===== config.mk =====
export PLATFORM = sky130hd
export DESIGN_NAME = quad_dac_core
export DESIGN_NICKNAME = d
export VERILOG_FILES = /design/src/rtl/quad_dac_pkg.sv /design/src/rtl/qdac_spi_rx.sv /design/src/rtl/qdac_cmd_decode.sv /design/src/rtl/qdac_channel.sv /design/src/rtl/quad_dac_core.sv
export SDC_FILE = /design/constraint.sdc
export NUM_CORES = 1
export LEC_CHECK = 0
export ABC_CLOCK_PERIOD_IN_PS = 2500
export BUFFER_PORTS_ARGS = -buffer_cell sky130_fd_sc_hd__buf_2
export CORE_MARGIN = 2
export CORE_UTILIZATION = 30
export DETAILED_ROUTE_END_ITERATION = 16
export HOLD_SLACK_MARGIN = 0.06
export SETUP_SLACK_MARGIN = 0.5
export SKIP_LAST_GASP = 1
export SYNTH_ARGS = -nofsm -noshare
export SYNTH_HDL_FRONTEND = slang
export SYNTH_SLANG_ARGS = --single-unit

===== constraint.sdc =====
create_clock -name clk -period 2.5 [get_ports clk]
set_clock_uncertainty 0.2 [all_clocks]
set_input_delay 0.125 -clock clk [delete_from_list [all_inputs] [get_ports clk]]
set_output_delay 0.125 -clock clk [all_outputs]
set_load 0.005 [all_outputs]

===== src/rtl/quad_dac_pkg.sv =====
package quad_dac_pkg;

    localparam int CMD_W   = 8;
    localparam int WORD_W  = 16;
    localparam int FRAME_W = CMD_W + WORD_W;

    // Command groups carried in the upper command nibble.
    localparam logic [3:0] GRP_WRITE     = 4'h0;
    localparam logic [3:0] GRP_LOAD      = 4'h1;
    localparam logic [3:0] GRP_WR_LD_ALL = 4'h2;
    localparam logic [3:0] GRP_WR_LD_SEL = 4'h3;
    localparam logic [3:0] GRP_POWER     = 4'h4;
    localparam logic [3:0] GRP_CLEAR     = 4'h5;
    localparam logic [3:0] GRP_LATCH     = 4'h6;
    localparam logic [3:0] GRP_REF       = 4'h7;
    localparam logic [3:0] GRP_BCAST     = 4'h8;

    // Position of the channel mask inside the data word.
    localparam int MASK_LSB = 8;

    typedef enum logic [1:0] {
        RX_IDLE  = 2'd0,
        RX_SHIFT = 2'd1,
        RX_EMIT  = 2'd2
    } rx_state_t;

endpackage


===== src/rtl/qdac_spi_rx.sv =====
module qdac_spi_rx
    import quad_dac_pkg::*;
#(
    parameter int FRAME_BITS = FRAME_W
) (
    input  logic                  clk,
    input  logic                  rst_n,
    input  logic                  sclk,
    input  logic                  cs_n,
    input  logic                  mosi,
    output logic                  frame_valid,
    output logic [FRAME_BITS-1:0] frame_bits
);

    localparam int CNT_W   = $clog2(FRAME_BITS + 2);
    localparam int CNT_SAT = FRAME_BITS + 1;

    // Two-flop synchronisers plus one history flop for edge detection.
    logic [1:0] sclk_sync;
    logic [1:0] cs_sync;
    logic [1:0] mosi_sync;
    logic       sclk_hist;
    logic       cs_hist;

    always_ff @(posedge clk or negedge rst_n) begin
        if (!rst_n) begin
            sclk_sync <= 2'b11;
            cs_sync   <= 2'b11;
            mosi_sync <= 2'b00;
            sclk_hist <= 1'b1;
            cs_hist   <= 1'b1;
        end else begin
            sclk_sync <= {sclk_sync[0], sclk};
            cs_sync   <= {cs_sync[0], cs_n};
            mosi_sync <= {mosi_sync[0], mosi};
            sclk_hist <= sclk_sync[1];
            cs_hist   <= cs_sync[1];
        end
    end

    logic sclk_fall;
    logic cs_fall;
    logic cs_rise;

    assign sclk_fall = sclk_hist & ~sclk_sync[1];
    assign cs_fall   = cs_hist & ~cs_sync[1];
    assign cs_rise   = ~cs_hist & cs_sync[1];

    rx_state_t           state_q;
    rx_state_t           state_d;
    logic [CNT_W-1:0]    bit_cnt_q;
    logic [FRAME_BITS-1:0] shift_q;

    // Next-state logic.
    always_comb begin
        state_d = state_q;
        unique case (state_q)
            RX_IDLE: begin
                if (cs_fall) state_d = RX_SHIFT;
            end
            RX_SHIFT: begin
                if (cs_rise) begin
                    if (bit_cnt_q == CNT_W'(FRAME_BITS)) state_d = RX_EMIT;
                    else                                 state_d = RX_IDLE;
                end
            end
            RX_EMIT: begin
                if (cs_fall) state_d = RX_SHIFT;
                else         state_d = RX_IDLE;
            end
            default: state_d = RX_IDLE;
        endcase
    end

    // State register.
    always_ff @(posedge clk or negedge rst_n) begin
        if (!rst_n) state_q <= RX_IDLE;
        else        state_q <= state_d;
    end

    // Datapath registers driven by the state.
    always_ff @(posedge clk or negedge rst_n) begin
        if (!rst_n) begin
            bit_cnt_q <= '0;
            shift_q   <= '0;
        end else if (cs_fall) begin
            bit_cnt_q <= '0;
            shift_q   <= '0;
        end else if (state_q == RX_SHIFT && sclk_fall && !cs_sync[1]) begin
            shift_q <= {shift_q[FRAME_BITS-2:0], mosi_sync[1]};
            if (bit_cnt_q != CNT_W'(CNT_SAT)) bit_cnt_q <= bit_cnt_q + 1'b1;
        end
    end

    assign frame_valid = (state_q == RX_EMIT);
    assign frame_bits  = shift_q;

endmodule


===== src/rtl/qdac_cmd_decode.sv =====
module qdac_cmd_decode
    import quad_dac_pkg::*;
#(
    parameter int NCH = 4,
    parameter int RES = 12
) (
    input  logic              valid,
    input  logic [CMD_W-1:0]  cmd,
    input  logic [WORD_W-1:0] data,
    output logic [NCH-1:0]    wr_mask,
    output logic [NCH-1:0]    ld_mask,
    output logic [RES-1:0]    wr_code,
    output logic [NCH-1:0]    pwr_mask,
    output logic [1:0]        pwr_val,
    output logic [NCH-1:0]    lat_mask,
    output logic              lat_val,
    output logic              ref_we,
    output logic [2:0]        ref_val,
    output logic              soft_clr,
    output logic              soft_rst
);

    localparam logic [NCH-1:0] ALL_CH = {NCH{1'b1}};

    logic [3:0]     grp;
    logic [3:0]     sub;
    logic [NCH-1:0] sel_mask;
    logic [NCH-1:0] field_mask;
    logic           unused_bits;

    assign grp        = cmd[7:4];
    assign sub        = cmd[3:0];
    assign wr_code    = data[WORD_W-1 -: RES];
    assign field_mask = data[MASK_LSB +: NCH];
    assign unused_bits = ^data;

    // Channel index below NCH picks one channel, anything else picks all.
    always_comb begin
        if (32'(sub) < NCH) sel_mask = NCH'(1) << sub;
        else                sel_mask = ALL_CH;
    end

    always_comb begin
        wr_mask  = '0;
        ld_mask  = '0;
        pwr_mask = '0;
        pwr_val  = 2'b00;
        lat_mask = '0;
        lat_val  = 1'b0;
        ref_we   = 1'b0;
        ref_val  = 3'b000;
        soft_clr = 1'b0;
        soft_rst = 1'b0;
        if (valid) begin
            case (grp)
                GRP_WRITE:     wr_mask = sel_mask;
                GRP_LOAD:      ld_mask = sel_mask;
                GRP_WR_LD_ALL: begin
                    wr_mask = sel_mask;
                    ld_mask = ALL_CH;
                end
                GRP_WR_LD_SEL: begin
                    wr_mask = sel_mask;
                    ld_mask = sel_mask;
                end
                GRP_POWER: begin
                    if (sub[3:2] == 2'b00) begin
                        pwr_mask = field_mask;
                        pwr_val  = sub[1:0];
                    end
                end
                GRP_CLEAR: begin
                    if (sub == 4'h0) soft_clr = 1'b1;
                    if (sub == 4'h1) soft_rst = 1'b1;
                end
                GRP_LATCH: begin
                    case (sub)
                        4'h0: begin lat_mask = field_mask; lat_val = 1'b0; end
                        4'h1: begin lat_mask = field_mask; lat_val = 1'b1; end
                        4'h8: begin lat_mask = ALL_CH;     lat_val = 1'b0; end
                        4'h9: begin lat_mask = ALL_CH;     lat_val = 1'b1; end
                        default: ;
                    endcase
                end
                GRP_REF: begin
                    if (!sub[3]) begin
                        ref_we  = 1'b1;
                        ref_val = sub[2:0];
                    end
                end
                GRP_BCAST: begin
                    case (sub)
                        4'h0: wr_mask = ALL_CH;
                        4'h1: ld_mask = ALL_CH;
                        4'h2: begin wr_mask = ALL_CH; ld_mask = ALL_CH; end
                        default: ;
                    endcase
                end
                default: ;
            endcase
        end
    end

endmodule


===== src/rtl/qdac_channel.sv =====
module qdac_channel #(
    parameter int RES = 12
) (
    input  logic           clk,
    input  logic           rst_n,
    input  logic           wr_en,
    input  logic [RES-1:0] wr_code,
    input  logic           ld_en,
    input  logic           ldac_act,
    input  logic           clr,
    input  logic           xp_next,
    output logic [RES-1:0] dac_q
);

    logic [RES-1:0] code_q;
    logic [RES-1:0] code_d;
    logic [RES-1:0] dac_d;

    // Latch input uses the CODE value after this cycle's write, so a
    // write-and-load lands the new value in one step.
    always_comb begin
        if (clr)        code_d = '0;
        else if (wr_en) code_d = wr_code;
        else            code_d = code_q;

        if (clr)                             dac_d = '0;
        else if (xp_next || ld_en || ldac_act) dac_d = code_d;
        else                                 dac_d = dac_q;
    end

    always_ff @(posedge clk or negedge rst_n) begin
        if (!rst_n) begin
            code_q <= '0;
            dac_q  <= '0;
        end else begin
            code_q <= code_d;
            dac_q  <= dac_d;
        end
    end

endmodule


===== src/rtl/quad_dac_core.sv =====
module quad_dac_core
    import quad_dac_pkg::*;
#(
    parameter int NCH = 4,
    parameter int RES = 12
) (
    input  logic             clk,
    input  logic             rst_n,
    input  logic             sclk,
    input  logic             cs_n,
    input  logic             mosi,
    input  logic             ldac_n,
    input  logic             clr_n,
    output logic [NCH*RES-1:0] dac_out,
    output logic [2*NCH-1:0] pwr_mode,
    output logic [NCH-1:0]   xparent,
    output logic             ref_always_on,
    output logic [1:0]       ref_select
);

    logic               frame_valid;
    logic [FRAME_W-1:0] frame_bits;
    logic [CMD_W-1:0]   frame_cmd;
    logic [WORD_W-1:0]  frame_word;

    qdac_spi_rx #(.FRAME_BITS(FRAME_W)) u_rx (
        .clk         (clk),
        .rst_n       (rst_n),
        .sclk        (sclk),
        .cs_n        (cs_n),
        .mosi        (mosi),
        .frame_valid (frame_valid),
        .frame_bits  (frame_bits)
    );

    assign frame_cmd  = frame_bits[FRAME_W-1 -: CMD_W];
    assign frame_word = frame_bits[WORD_W-1:0];

    // Synchronisers for the asynchronous load and clear pins.
    logic [1:0] ldac_pipe;
    logic [1:0] clr_pipe;
    logic       ldac_sync;
    logic       clr_sync;

    always_ff @(posedge clk or negedge rst_n) begin
        if (!rst_n) begin
            ldac_pipe <= 2'b11;
            clr_pipe  <= 2'b11;
        end else begin
            ldac_pipe <= {ldac_pipe[0], ldac_n};
            clr_pipe  <= {clr_pipe[0], clr_n};
        end
    end

    assign ldac_sync = ldac_pipe[1];
    assign clr_sync  = clr_pipe[1];

    logic [NCH-1:0] wr_mask;
    logic [NCH-1:0] ld_mask;
    logic [RES-1:0] wr_code;
    logic [NCH-1:0] pwr_mask;
    logic [1:0]     pwr_val;
    logic [NCH-1:0] lat_mask;
    logic           lat_val;
    logic           ref_we;
    logic [2:0]     ref_val;
    logic           soft_clr;
    logic           soft_rst;

    qdac_cmd_decode #(.NCH(NCH), .RES(RES)) u_dec (
        .valid    (frame_valid),
        .cmd      (frame_cmd),
        .data     (frame_word),
        .wr_mask  (wr_mask),
        .ld_mask  (ld_mask),
        .wr_code  (wr_code),
        .pwr_mask (pwr_mask),
        .pwr_val  (pwr_val),
        .lat_mask (lat_mask),
        .lat_val  (lat_val),
        .ref_we   (ref_we),
        .ref_val  (ref_val),
        .soft_clr (soft_clr),
        .soft_rst (soft_rst)
    );

    // Control registers.
    logic [NCH-1:0]   xp_q;
    logic [NCH-1:0]   xp_d;
    logic [2*NCH-1:0] pwr_q;
    logic [2:0]       ref_q;

    always_comb begin
        if (soft_rst) xp_d = '0;
        else          xp_d = (xp_q & ~lat_mask) | (lat_mask & {NCH{lat_val}});
    end

    always_ff @(posedge clk or negedge rst_n) begin
        if (!rst_n) begin
            xp_q  <= '0;
            pwr_q <= '0;
            ref_q <= '0;
        end else begin
            xp_q <= xp_d;
            if (soft_rst)    ref_q <= '0;
            else if (ref_we) ref_q <= ref_val;
            for (int i = 0; i < NCH; i++) begin
                if (soft_rst)         pwr_q[2*i +: 2] <= 2'b00;
                else if (pwr_mask[i]) pwr_q[2*i +: 2] <= pwr_val;
            end
        end
    end

    logic clr_any;
    assign clr_any = soft_clr | soft_rst | ~clr_sync;

    for (genvar g = 0; g < NCH; g++) begin : g_ch
        qdac_channel #(.RES(RES)) u_ch (
            .clk      (clk),
            .rst_n    (rst_n),
            .wr_en    (wr_mask[g]),
            .wr_code  (wr_code),
            .ld_en    (ld_mask[g]),
            .ldac_act (~ldac_sync),
            .clr      (clr_any),
            .xp_next  (xp_d[g]),
            .dac_q    (dac_out[g*RES +: RES])
        );
    end

    assign pwr_mode      = pwr_q;
    assign xparent       = xp_q;
    assign ref_always_on = ref_q[2];
    assign ref_select    = ref_q[1:0];

endmodule


==> impl_results.md <==
* Core Footprint at 21820 um^2
* Slew @ Worst Pin at around 0.47 ns
* Reg2reg path depth at 7
* Die width at 153.0 um
* Sink Count at between 150 and 200
* Final Slew Violations at 0
* Detail Route Antenna Nets at 0
* Hpwl dp at 11370 um
* GRT Total Usage at 14.97%
* Vias in the first global route at between 4k and 5k
* Initial Util at between 30 and 40%
* Min-Delay Path Class: primary input to flop
* First-pass GRT wire length at 27720 um
* Deepest clock path buffer count at 2
* Area leader, netlist: dfrtp_1
* H-tree depth at 4
* Largest net degree at the start of global routing at between 40 and 50
* RePlAce Congestion at just under 0.9
* XOR/XNOR share of the synthesized area at 0.5261%
* Largest cells by area after synthesis: dfrtp_1 54%, mux2i_1 4.5%, dfstp_2 3.9%
* Syn Nets at 564
* Antenna violations before repair at 0
* FP Rows at 54
* Post-Synth Adder-Cell Area at 0.5637%
* Crit path time final at 2.544 ns
* Fin crit share at 101.8%
* WP data required at 2.59 ns
* Status: complete, but fails checks
* Crit Path Category: flop to flop
* Max-cap viol count at 0
* Hold Slack at 0.1463 ns
* DR iter-0 viols at 378
* Area fraction of the dominant cell type after synthesis at 54.11%
* TritonCTS Buffers at 17
* Aggregate negative setup slack at -0.3484 ns
* Synthesized flop and latch total at about 150
* Asr flop ratio synth at 100.0%
* Post-synthesis compound-gate area fraction at 14.75%
* Global routing met1 resource utilization at between 20 and 25%
* Final setup fails at 20
* Post-synthesis sequential area ratio at 58.06%
* # DRC at 0
* Count leader, synth: dfrtp_1
* Final hold violation count at 0
* Worst setup margin at -0.04405 ns
* Met3 Use GR at 3.176%
* Pre-Repair DR Iteration Count at 4
* GRT busiest layer: met2
* IO Port Bufs at slightly below 70
* PnR Total Power at 5.416 mW
* Post-synth top cells: 144 x dfrtp_1, 45 x nor2_1, 30 x mux2i_1
* Clock latency on the worst-skew pair at roughly 0.42 ns
* Fmax at 393.1 MHz
* Synthesized cell area at 6659 um^2
* Met2 Usage GRT at 22.25%
* Vias per cell at just over 5
* I/O pin total at 70
* Vias post-DR at 4984
* Pleak at 4.227 nW
* Multi-input gate area at 3009 um^2
* Synthesized area per cell at 12.02 um^2
* Setup crit end kind: flop
* Startpoint types: flop
* Simple-Gate Fraction of Synth Area at 12.91%
* Post-DR wirelength/cell at 17.97 um
* Die area at about 23000 um^2
* Hold depth at 2
* Layout cell share with drive strength beyond 1 at roughly 43%
* Pwr Density at 593.6 nW/um^2
* EDFF count, synth at 0
* Worst-path clk slew at approximately 0.06 ns
* Die height at 153.0 um
* Headroom to the max-slew limit at 68.39%
* CP Max Fanout at 6
* Peak VDD IR at ~0.00046 V
* CTS root buf: clkbuf_16
* Syn Inst Count at 554
* Yosys cell types at 56
* Final WL at roughly 18000 um
* FF+latch area at 3866 um^2
* Violated checks: negative setup slack
* Largest family of logic cells by synthesized area: compound AO/OA/AOI/OAI gates
* # diodes at 0
* Post-Place Worst Slack at -0.1993 ns
* Count of warnings emitted by yosys at 0
* Total gr overflow at 0
* Layout fillers at 2062
* Mux cell area share after synthesis at 9.076%
* Synthesis-to-layout area growth at 37.02%
* RSZ-0062 raised after global routing: true
* # nets final at 695
* Most used DFF post-synth: dfrtp_1
* TritonCTS clock tree: built
* Arr. time, crit path at about 2.6 ns
-- final cells by class --
cell class                      count  share of cell area, %
Sequential cell                   154                  42.38
Clock inverter                     13                  1.838
Clock buffer                       19                  4.964
Multi-Input combinational cell    346                  32.98
Tap cell                          280                  3.840
Inverter                            6                 0.2468
Timing Repair Buffer              160                  13.75
-- timing repair --
| action | 4_1_cts | 5_1_grt |
|---|---|---|
| resized for setup | 35 | 81 |
| cloned | 3 | 4 |
| hold buffers | 7 | 0 |
| setup endpoints to repair | 101 | 127 |
| setup buffers | 9 | 8 |
| endpoints found under the hold margin | 149 | 0 |
| pin swaps | 11 | 29 |
-- flip-flops by register name (all words and copies together) (netlist names) --
register,count
u_rx.cs_sync,2
g_ch.u_ch.code_q,48
pwr_mode,8
u_rx.cs_hist,1
u_rx.bit_cnt_q,5
ref_q,3
xparent,4
u_rx.state_q,2
u_rx.sclk_sync,2
u_rx.mosi_sync,2
ldac_pipe,2
g_ch.u_ch.dac_q,48
u_rx.frame_bits,24
u_rx.sclk_hist,1
clr_pipe,2
-- cells by family (layout without fill, tap and decap cells) --
group | count (synthesis) | count (layout)
AND/OR/NAND/NOR | 150 | 151
AO/OA/AOI/OAI | 134 | 134
buffers and inverters | 55 | 198
multiplexers | 54 | 54
XOR/XNOR | 4 | 4
adder cells (fa/ha/maj) | 3 | 3
flip-flops | 154 | 154
-- worst max-delay path, cell delays in order, from the launching register on --
cell       delay [ns]
dfrtp_1          0.42
buf_6            0.14
or4b_4           0.49
or3_4            0.36
a21oi_4          0.23
clkbuf_16        0.23
mux2i_4          0.26
o31ai_2          0.07
-- routing by layer --
metal / wire (um) / part of all wire [%]
met3: 729 / 4.1
met4: 233 / 1.3
met5: 0 / 0
met1: 8414 / 48
met2: 8194 / 47
-- report_power, final --
part / internal, mW / leakage (nW) / switching (mW) / total (mW)
sequential: 2.52 / 2.11 / 0.0110 / 2.53
clock: 1.63 / 0.300 / 1.03 / 2.67
combinational: 0.0807 / 1.82 / 0.142 / 0.223
total: 4.23 / 4.23 / 1.19 / 5.42
-- path summary, 6_finish.rpt --
check,from,slack [ns],endpoint
max,u_rx.frame_bits[23],-0.04,g_ch[1].u_ch.dac_q[1]
min,sclk,0.15,u_rx.sclk_sync[0]
max reg2reg,u_rx.frame_bits[23],-0.04,g_ch[1].u_ch.dac_q[1]
min reg2reg,u_rx.mosi_sync[0],0.15,u_rx.mosi_sync[1]
max in group asynchronous,rst_n,0.86,u_rx.cs_sync[0]
min in group asynchronous,rst_n,0.53,u_rx.frame_bits[16]
-- placed cells by master, fill, tap and decap left out, types with 4 or more instances in the layout --
| cell type | netlist | routed |
|---|---|---|
| a21oi_1 | 29 | 11 |
| a21oi_2 | 2 | 17 |
| a22o_1 | 24 | 24 |
| a32o_1 | 4 | 4 |
| and3_4 | 0 | 4 |
| buf_12 | 0 | 8 |
| buf_2 | 15 | 68 |
| buf_4 | 1 | 59 |
| buf_6 | 6 | 13 |
| clkbuf_16 | 0 | 19 |
| clkinv_4 | 0 | 4 |
| dfrtp_1 | 144 | 144 |
| dfstp_2 | 10 | 10 |
| dlygate4sd3_1 | 0 | 7 |
| inv_1 | 6 | 6 |
| mux2_4 | 9 | 22 |
| mux2i_1 | 30 | 15 |
| mux2i_4 | 0 | 12 |
| nand2_1 | 12 | 12 |
| nand3_1 | 29 | 29 |
| nand4_1 | 26 | 26 |
| nor2_1 | 45 | 43 |
| nor2b_1 | 7 | 7 |
| o211ai_1 | 5 | 5 |
| o21ai_0 | 29 | 17 |
| o21ai_1 | 0 | 10 |
| o31ai_1 | 15 | 10 |
| o31ai_2 | 11 | 14 |
-- through the flow --
stage | instance area, um^2 | utilization, % | cells
after floorplan | 6794 | - | 554
after global placement | 7737 | 35.45 | 915
after detailed placement | 7737 | 35.45 | 915
after CTS | 8753 | 40.11 | 966
after global routing | 9124 | 41.81 | 978
final | 9124 | 41.81 | 978
(Power assumes the default switching activity.)
